[config.mk]
export PLATFORM = sky130hd
export DESIGN_NAME = cordic_sincos
export DESIGN_NICKNAME = d
export VERILOG_FILES = /design/src/rtl/cordic_pkg.sv /design/src/rtl/cordic_fold.sv /design/src/rtl/cordic_stage.sv /design/src/rtl/cordic_out.sv /design/src/rtl/cordic_sincos.sv
export SDC_FILE = /design/constraint.sdc
export NUM_CORES = 1
export LEC_CHECK = 0
export BUFFER_PORTS_ARGS = -buffer_cell sky130_fd_sc_hd__clkbuf_2
export CORE_ASPECT_RATIO = 0.6
export CORE_MARGIN = 2
export CORE_UTILIZATION = 59
export CTS_CLUSTER_DIAMETER = 150
export DETAILED_ROUTE_END_ITERATION = 10
export PLACE_DENSITY = 0.85
export SLEW_MARGIN = 20
export SYNTH_ARGS = -nofsm -noshare
export SYNTH_HDL_FRONTEND = slang
export SYNTH_SLANG_ARGS = --single-unit
[constraint.sdc]
create_clock -name clk -period 11.3 [get_ports clk]
set_input_delay 1.695 -clock clk [delete_from_list [all_inputs] [get_ports clk]]
set_output_delay 1.695 -clock clk [all_outputs]
set_load 0.05 [all_outputs]
[src/rtl/cordic_pkg.sv]
package cordic_pkg;

  // arctangent table is written with 23 fractional bits of a full turn
  localparam int TABLE_FRAC = 23;

  // reciprocal of the CORDIC gain, unsigned Q0.31
  localparam logic [31:0] INV_GAIN_Q31 = 32'd1304065748;

  typedef enum logic [1:0] {ST_IDLE, ST_RUN, ST_HOLD} cordic_state_e;

  // atan(2^-i) expressed as a fraction of a turn, scaled to 'frac' bits
  function automatic logic [31:0] atan_turns(input int unsigned i, input int frac);
    logic [31:0] b;
    case (i)
      0:  b = 32'd1048576;
      1:  b = 32'd619011;
      2:  b = 32'd327068;
      3:  b = 32'd166025;
      4:  b = 32'd83335;
      5:  b = 32'd41708;
      6:  b = 32'd20859;
      7:  b = 32'd10430;
      8:  b = 32'd5215;
      9:  b = 32'd2608;
      10: b = 32'd1304;
      11: b = 32'd652;
      12: b = 32'd326;
      13: b = 32'd163;
      default: b = 32'd1335089 >> i;
    endcase
    if (frac >= TABLE_FRAC) atan_turns = b << (frac - TABLE_FRAC);
    else                    atan_turns = b >> (TABLE_FRAC - frac);
  endfunction

endpackage

[src/rtl/cordic_fold.sv]
module cordic_fold #(
  parameter int IN_W = 16
) (
  input  logic [IN_W-1:0]        angle,
  output logic signed [IN_W-1:0] folded,
  output logic                   negate
);
  localparam logic signed [IN_W-1:0] QTR  = {3'b001, {(IN_W-3){1'b0}}};
  localparam logic signed [IN_W-1:0] HALF = {2'b01, {(IN_W-2){1'b0}}};

  logic signed [IN_W-1:0] wrapped;

  // drop whole turns: keep the angle inside -180..+180 degrees
  assign wrapped = {angle[IN_W-2], angle[IN_W-2:0]};

  always_comb begin
    folded = wrapped;
    negate = 1'b0;
    if (wrapped > QTR) begin
      folded = wrapped - HALF;
      negate = 1'b1;
    end else if (wrapped < -QTR) begin
      folded = wrapped + HALF;
      negate = 1'b1;
    end
  end
endmodule

[src/rtl/cordic_stage.sv]
module cordic_stage
  import cordic_pkg::*;
#(
  parameter int XW = 21,
  parameter int ZW = 24,
  parameter int IW = 4
) (
  input  logic signed [XW-1:0] x_in,
  input  logic signed [XW-1:0] y_in,
  input  logic signed [ZW-1:0] z_in,
  input  logic [IW-1:0]        idx,
  output logic signed [XW-1:0] x_out,
  output logic signed [XW-1:0] y_out,
  output logic signed [ZW-1:0] z_out
);
  logic signed [XW-1:0] x_sh, y_sh;
  logic signed [ZW-1:0] step;
  logic [31:0]          step_full;

  assign step_full = atan_turns(int'(idx), ZW - 1);
  assign step      = step_full[ZW-1:0];
  assign x_sh      = x_in >>> idx;
  assign y_sh      = y_in >>> idx;

  always_comb begin
    if (z_in[ZW-1]) begin
      x_out = x_in + y_sh;
      y_out = y_in - x_sh;
      z_out = z_in + step;
    end else begin
      x_out = x_in - y_sh;
      y_out = y_in + x_sh;
      z_out = z_in - step;
    end
  end
endmodule

[src/rtl/cordic_out.sv]
module cordic_out #(
  parameter int XW    = 21,
  parameter int GUARD = 4,
  parameter int OUT_W = 16
) (
  input  logic signed [XW-1:0]    val,
  input  logic                    negate,
  output logic signed [OUT_W-1:0] res
);
  localparam logic signed [XW:0]   HALF_LSB = (XW+1)'(1 << (GUARD - 1));
  localparam logic signed [XW+1:0] MAXV = (XW+2)'(2**(OUT_W-1) - 1);
  localparam logic signed [XW+1:0] MINV = -(XW+2)'(2**(OUT_W-1));

  logic signed [XW:0]   rounded, scaled;
  logic signed [XW+1:0] signed_v;

  assign rounded  = {val[XW-1], val} + HALF_LSB;
  assign scaled   = rounded >>> GUARD;
  assign signed_v = negate ? -{scaled[XW], scaled} : {scaled[XW], scaled};

  always_comb begin
    if (signed_v > MAXV)      res = MAXV[OUT_W-1:0];
    else if (signed_v < MINV) res = MINV[OUT_W-1:0];
    else                      res = signed_v[OUT_W-1:0];
  end
endmodule

[src/rtl/cordic_sincos.sv]
module cordic_sincos
  import cordic_pkg::*;
#(
  parameter int OUT_W  = 16,
  parameter int ITER   = 14,
  parameter int GUARD  = 4,
  parameter int ZGUARD = 8
) (
  input  logic             clk,
  input  logic             rst,
  input  logic             start,
  input  logic [OUT_W-1:0] angle,
  output logic             ready,
  output logic             done,
  output logic [OUT_W-1:0] cos_out,
  output logic [OUT_W-1:0] sin_out
);
  localparam int XW = OUT_W + GUARD + 1;
  localparam int ZW = OUT_W + ZGUARD;
  localparam int IW = $clog2(ITER + 1);
  localparam logic [IW-1:0] LAST = IW'(ITER - 1);
  localparam logic signed [XW-1:0] INIT_X =
    XW'(INV_GAIN_Q31 >> (31 - (OUT_W - 1 + GUARD)));
  localparam logic signed [ZW-1:0] QTR_Z = {3'b001, {(ZW-3){1'b0}}};

  cordic_state_e        st;
  logic signed [XW-1:0] x_q, y_q, x_n, y_n;
  logic signed [ZW-1:0] z_q, z_n;
  logic [IW-1:0]        cnt;
  logic                 neg_q, neg_w, accept;
  logic signed [OUT_W-1:0] fold_w, cos_w, sin_w, cos_q, sin_q;

  assign ready   = (st != ST_RUN);
  assign done    = (st == ST_HOLD);
  assign accept  = start && ready;
  assign cos_out = cos_q;
  assign sin_out = sin_q;

  cordic_fold #(.IN_W(OUT_W)) u_fold (
    .angle(angle), .folded(fold_w), .negate(neg_w)
  );

  cordic_stage #(.XW(XW), .ZW(ZW), .IW(IW)) u_stage (
    .x_in(x_q), .y_in(y_q), .z_in(z_q), .idx(cnt),
    .x_out(x_n), .y_out(y_n), .z_out(z_n)
  );

  cordic_out #(.XW(XW), .GUARD(GUARD), .OUT_W(OUT_W)) u_cos (
    .val(x_n), .negate(neg_q), .res(cos_w)
  );

  cordic_out #(.XW(XW), .GUARD(GUARD), .OUT_W(OUT_W)) u_sin (
    .val(y_n), .negate(neg_q), .res(sin_w)
  );

  always_ff @(posedge clk or posedge rst) begin
    if (rst) begin
      st    <= ST_IDLE;
      x_q   <= '0;
      y_q   <= '0;
      z_q   <= '0;
      cnt   <= '0;
      neg_q <= 1'b0;
      cos_q <= '0;
      sin_q <= '0;
    end else if (accept) begin
      st    <= ST_RUN;
      x_q   <= INIT_X;
      y_q   <= '0;
      z_q   <= {fold_w, {ZGUARD{1'b0}}};
      cnt   <= '0;
      neg_q <= neg_w;
    end else if (st == ST_RUN) begin
      x_q <= x_n;
      y_q <= y_n;
      z_q <= z_n;
      cnt <= cnt + 1'b1;
      if (cnt == LAST) begin
        cos_q <= cos_w;
        sin_q <= sin_w;
        st    <= ST_HOLD;
      end
    end
  end

  // acceptance clears ready and done on the following edge
  assert_accept_clears_R2: assert property (@(posedge clk) disable iff (rst)
    accept |=> (!ready && !done));

  // a result only appears after the last iteration index
  assert_done_latency_R2: assert property (@(posedge clk) disable iff (rst)
    $rose(done) |-> ($past(cnt) == LAST));

  // a request during a run only advances the iteration count
  assert_busy_ignores_start_R3: assert property (@(posedge clk) disable iff (rst)
    (!ready && start && cnt != LAST) |=> (!ready && cnt == $past(cnt) + 1'b1));

  // held result stays frozen while no new angle is taken
  assert_result_hold_R5: assert property (@(posedge clk) disable iff (rst)
    (done && !start) |=> (done && $stable(cos_out) && $stable(sin_out)));

  // the folded start angle is within a quarter turn
  assert_fold_range_R7: assert property (@(posedge clk) disable iff (rst)
    accept |=> (z_q <= QTR_Z && z_q >= -QTR_Z));

endmodule

======== Word level (Yosys, flattened, before mapping) ========
Index checks and enable logic that the tools add are counted.
operators by class
  mux-type cells .......................... 25
  order comparisons ....................... 6
  reduce and logical (&&, ||, !) cells .... 6
  bitwise gates (word level) .............. 1
  shift-type cells ........................ 3
  equality and inequality tests ........... 16
  $add $sub $neg .......................... 13
operators with widths
  kind                                                                     number
  24-bit case mux with 14 select lines                                     1
  21-bit two-way mux                                                       6
  16-bit two-way mux                                                       6
  24-bit two-way mux                                                       3
  23-bit by 16-bit > comparator with 1-bit output (second input constant)  2
  23-bit by 16-bit < comparator with 1-bit output (second input constant)  2
  23-bit two-way mux                                                       2
  23-bit negation                                                          2
  21-bit by 5-bit adder with 22-bit output (second input constant)         2
  21-bit adder                                                             2
  21-bit by 4-bit >>> shifter with 21-bit output                           2
  21-bit subtractor                                                        2
  24-bit adder                                                             1
  4-bit == test (second input constant)                                    6
  21-bit by 4-bit >> shifter with 24-bit output (first input constant)     1
  24-bit subtractor                                                        1
  15-bit by 16-bit adder with 16-bit output (second input constant)        1
  4-bit by 3-bit == test with 1-bit output (second input constant)         4
  15-bit by 16-bit subtractor with 16-bit output (second input constant)   1
  15-bit > comparator (second input constant)                              1
  15-bit by 14-bit < comparator with 1-bit output (second input constant)  1
  4-bit by 2-bit == test with 1-bit output (second input constant)         2
  4-bit two-way mux                                                        2
  2-bit two-way mux                                                        3
  12 further kinds                                                         14
word-level totals
  bits in registers ....................... 105
  logic and storage cells ................. 78
  output and inout port bits .............. 34

======== Longest topological paths before layout ========
  depth after elaboration ................. 9
  depth in mapped cells ................... 33

======== Modules after synthesis ========
From an unflattened synthesis, not the netlist that was laid out.
second synthesis, totals
  cells, all modules ...................... 1764
  area, all modules ....................... 14244.9 µm²
modules (own cells, without submodules)
  module         cells each  times used  seq. area each (µm²)  area an instance (µm²)
  cordic_stage   968         1           0.0                   7238.2
  cordic_sincos  389         1           2627.5                4375.4
  cordic_out     192         2           0.0                   1232.4
  cordic_fold    23          1           0.0                   166.4

======== Worst setup path before layout ========
Ideal clock, no wire load.
  kind .................................... register to register
  from .................................... register cnt[0]
  to ...................................... register cos_q[14] (netlist: cos_out[14])
  library setup time ...................... 0.067 ns
  cell stages (with the launch flop) ...... 30
  arrival ................................. 7.849 ns
  path slack .............................. 3.384 ns
  cells stage by stage .................... dfrtp_1 > buf_2 > buf_2 > clkbuf_1 > buf_1 > mux4_2 > nand2_1 > nand3_1 > o21ai_0 > ha_1 > nand2_1 > o22a_1 > nor3b_2 > nor2_1 > xnor2_1 > ha_1 > or2_1 > a21oi_1 > nor3_2 > o41ai_2 > xnor2_2 > nand3_2 > or4_4 > or4_1 > xor2_1 > or4b_1 > a32o_2 > nor4_4 > buf_6 > a221o_1
on the way
  word-level cells in the longest chain between the ends .. 9
  elaborated cells on any way between the ends .. 13
  those cells by class .................... add/sub: 4; order compare: 2; eq/ne: 1; shift: 1; mux: 4; reduce/logical: 1
ends and longest elaborated chain
  what                                                      line                                    source
  start, declared                                           cordic_sincos.sv:29                     logic [IW-1:0] cnt;
  start signal, assigned                                    cordic_sincos.sv:77                     cnt <= cnt + 1'b1;
  21-bit by 4-bit >>> shifter with 21-bit output            cordic_stage.sv:23                      assign y_sh = y_in >>> idx;
  21-bit subtractor / 21-bit adder (equally long branches)  cordic_stage.sv:31, cordic_stage.sv:27
  21-bit two-way mux                                        cordic_stage.sv:26                      if (z_in[ZW-1]) begin
  21-bit by 5-bit adder with 22-bit output                  cordic_out.sv:17                        assign rounded = {val[XW-1], val} + HALF_LSB;
  23-bit negation                                           cordic_out.sv:19                        assign signed_v = negate ? -{scaled[XW], scaled} : {scaled[XW], scaled};
  23-bit two-way mux                                        cordic_out.sv:19
  23-bit by 16-bit < comparator with 1-bit output           cordic_out.sv:23                        else if (signed_v < MINV) res = MINV[OUT_W-1:0];
  16-bit two-way mux                                        cordic_out.sv:23
  16-bit two-way mux                                        cordic_out.sv:22                        if (signed_v > MAXV) res = MAXV[OUT_W-1:0];
  end signal, assigned                                      cordic_sincos.sv:79                     cos_q <= cos_w;
  end, declared                                             cordic_sincos.sv:31                     logic signed [OUT_W-1:0] fold_w, cos_w, sin_w, cos_q, sin_q;
Several ways; a longest one is shown, not always the timed one.
A chain may end at the register's enable or synchronous reset.

======== Worst setup path in the final report ========
  from .................................... register cnt[0]
  to ...................................... register cos_q[2] (netlist: cos_out[2])
The elaborated chain is that of the path after synthesis.

==> results.tsv <==
metric	value	unit
worstMarginPinSlew	1.036	ns
track_usage	33.15	%
gp_congestion	1.017	
synth_cell_types	109	
whs_path_depth	2	
fmax	0.1157	GHz
syn2layout_area_growth	4.170	%
grt_pass1_wl	66.88	mm
vias_per_cell	6.929	
synth.area.top_cells	dfrtp_1 19%, mux4_2 7.0%, ha_1 6.6%	
vias	13980	
crit_chain	buf_4 > nor2b_1 > a211oi_1 > o21ai_0 > ha_1 > nand2_1 > o22a_1 > nor3b_2 > nor2_1 > xnor2_1 > ha_1 > or2_1 > a21oi_1 > nor3_2 > o41ai_2 > xnor2_2 > nand3_2 > or4_4 > or4_1 > xor2_1 > or4b_1 > a32o_2 > nor4_4 > a221o_1	
post-cts-setup-buffer-count	0	
ys_seq_elements	105	
stdcell_count	2017	
drc	0	
synth_edf_count	0	
num_io_pins	53	
maxCapViolCount	0	
required	11.63	ns
critPathSlowestCell	o21ai_0	
wl_per_cell	20.50	microns
yosys_most_used_dff	dfrtp_1	
startpoint_type	flop	
cts_resized	0	
synth_top_area_share	18.64	%
drive_gt1_share	13.92	%
rrSetupSlack	2.66	ns
clk_pin_slew	0.08	ns
clock_skew	0.01139	ns
clock-root-buffer	clkbuf_16	
cp_common_cell	ha_1	
final_nets	1793	
start_util	60.52	%
portBuffers	51	
crit_fanout	22	
worstHoldEndpoint	sin_out[15]	
core	23300	sq um
num_antenna_cells	0	
path_class	reg2reg	
holdBufCountCts	0	
overflow	0	
fin_setup_tns	0	ns
clock_latency	0.40	ns
chipHeight	123.7	microns
dp_hpwl	30.04	mm
reg2regPathDepth	24	
clock-sinks	105	
syn_nets	1827	
finalCritPeriodShare	76.47	%
setup_viol	0	
finalCriticalPeriod	8.641	ns
max_stage_delay	0.75	ns
syn_area_per_cell	8.145	sq um
grt_max_degree	98	
yosysWarnings	0	
cts_tree	done	
fillers	1996	
drt-total-wl	41.35	mm
die-area	25190	sq um
async_flop_share	100.0	%
synth_top_area_cell	dfrtp_1	
seqCellArea	2633	sq um
worstHoldStart	sin_out[15]	
status	finished, final reports clean	
multi_input_area	10750	sq um
final_hold_viol_count	0	
dr.pass1.iters	6	
postRouteAntennaNets	0	
cts_buffers	9	
place_inst	2001	
drtIter0Drc	2212	
reg2reg_from	cnt[0]	
rsz0062_at_grt	false	
clk_path_buf_depth	2	
max_slew_margin	30.37	%
grt_pass1_vias	12700	
rows	43	
worst-endpoint-arrival	8.98	ns
synthCells	1731	
htreeDepth	3	
antenna_found_initial	0	
hold_path_class	reg2reg	
r2r_end	cos_out[2]	
synth_common_cells	148 x o21ai_0, 146 x nand2_1, 135 x nor2_1, 105 x dfrtp_1, 104 x xnor2_1	
slew_viol_final	0	
cp-end-kind	flop	
syn_area	14100	sq um
yosysMostFrequentCell	o21ai_0	
die_x	203.6	microns
ys_seq_area_share	18.64	%
final_util	63.05	%
==> metal layers <==
metal	up-vias	global-route usage [%]	wire (microns)
met5	-	0	0
met3	66	9.314	4895
li1	6422	-	-
met4	0	8.120	668
met1	6707	48.33	18620
met2	781	48.27	17160
==> registers in the layout (all words and copies together), names as in the netlist <==
signal   count
cos_out     16
st           2
z_q         24
sin_out     16
y_q         21
cnt          4
x_q         21
neg_q        1
==> metrics by stage <==
stage	worst slack (ns)	hold slack [ns]	instance area [sq um]
after global routing	2.155	0.5259	14690
final	2.659	0.4860	14690
after global placement	2.975	0.4634	14360
after detailed placement	2.778	0.4750	14360
after floorplan	3.384	0.4817	14100
after CTS	2.750	0.4947	14670
==> kinds of logic (layout without fill, tap and decap cells) <==
group                      after synthesis  count (layout)  share of synthesized area, %
AOI/OAI and AO/OA                      530             530                         25.48
and+or+nand+nor                        574             574                         21.24
muxes                                  122             122                         12.75
DFF                                    105             105                         18.64
buffers and inverters                  170             141                         5.342
adders and majority gates               77              77                         6.993
xor gates and xnor gates               153             153                         9.557
==> cells in the final DEF, fill, tap and decap left out, drive strengths merged, types with 26 or more instances in the layout <==
| master | count |
|---|---|
| ha | 74 |
| nor4 | 26 |
| xnor2 | 105 |
| nand3 | 29 |
| nor3 | 44 |
| xor2 | 48 |
| nand2 | 147 |
| nor2 | 136 |
| clkbuf | 60 |
| mux4 | 44 |
| a31oi | 32 |
| dfrtp | 105 |
| inv | 56 |
| a21oi | 105 |
| nand3b | 34 |
| o21ai | 153 |
| mux2i | 57 |
| or3 | 26 |
==> how the worst max path moves through the flow <==
stage / startpoint / end / slack (ns) / cells after the start
after floorplan: cnt[0] / cos_out[14] / 3.38 / 29
after global placement: cnt[3] / sin_out[12] / 2.97 / 24
after detailed placement: cnt[3] / sin_out[0] / 2.78 / 24
after CTS: cnt[3] / sin_out[0] / 2.75 / 24
after global routing: cnt[3] / sin_out[0] / 2.16 / 23
final: cnt[0] / cos_out[2] / 2.66 / 24
==> worst max-delay path, delay by kind of cell (launching register included) <==
family | cells | cell delay [ns]
simple gates | 11 | 3.88
compound gates | 7 | 2.41
buf+inv | 1 | 0.40
xor+xnor | 3 | 0.58
fa+ha+maj | 2 | 0.70
flops | 1 | 0.61
==> layout make-up <==
type / instances / area share [%]
Clock buffer: 9 / 1.533
Multi-Input combinational cell: 1456 / 73.18
Clock inverter: 7 / 0.5707
Timing Repair Buffer: 70 / 2.692
Tap cell: 315 / 2.683
Sequential cell: 105 / 17.92
Inverter: 55 / 1.423
Power is not shown: default switching activity piles up to over one toggle a cycle in this logic, so the estimate is an artifact.
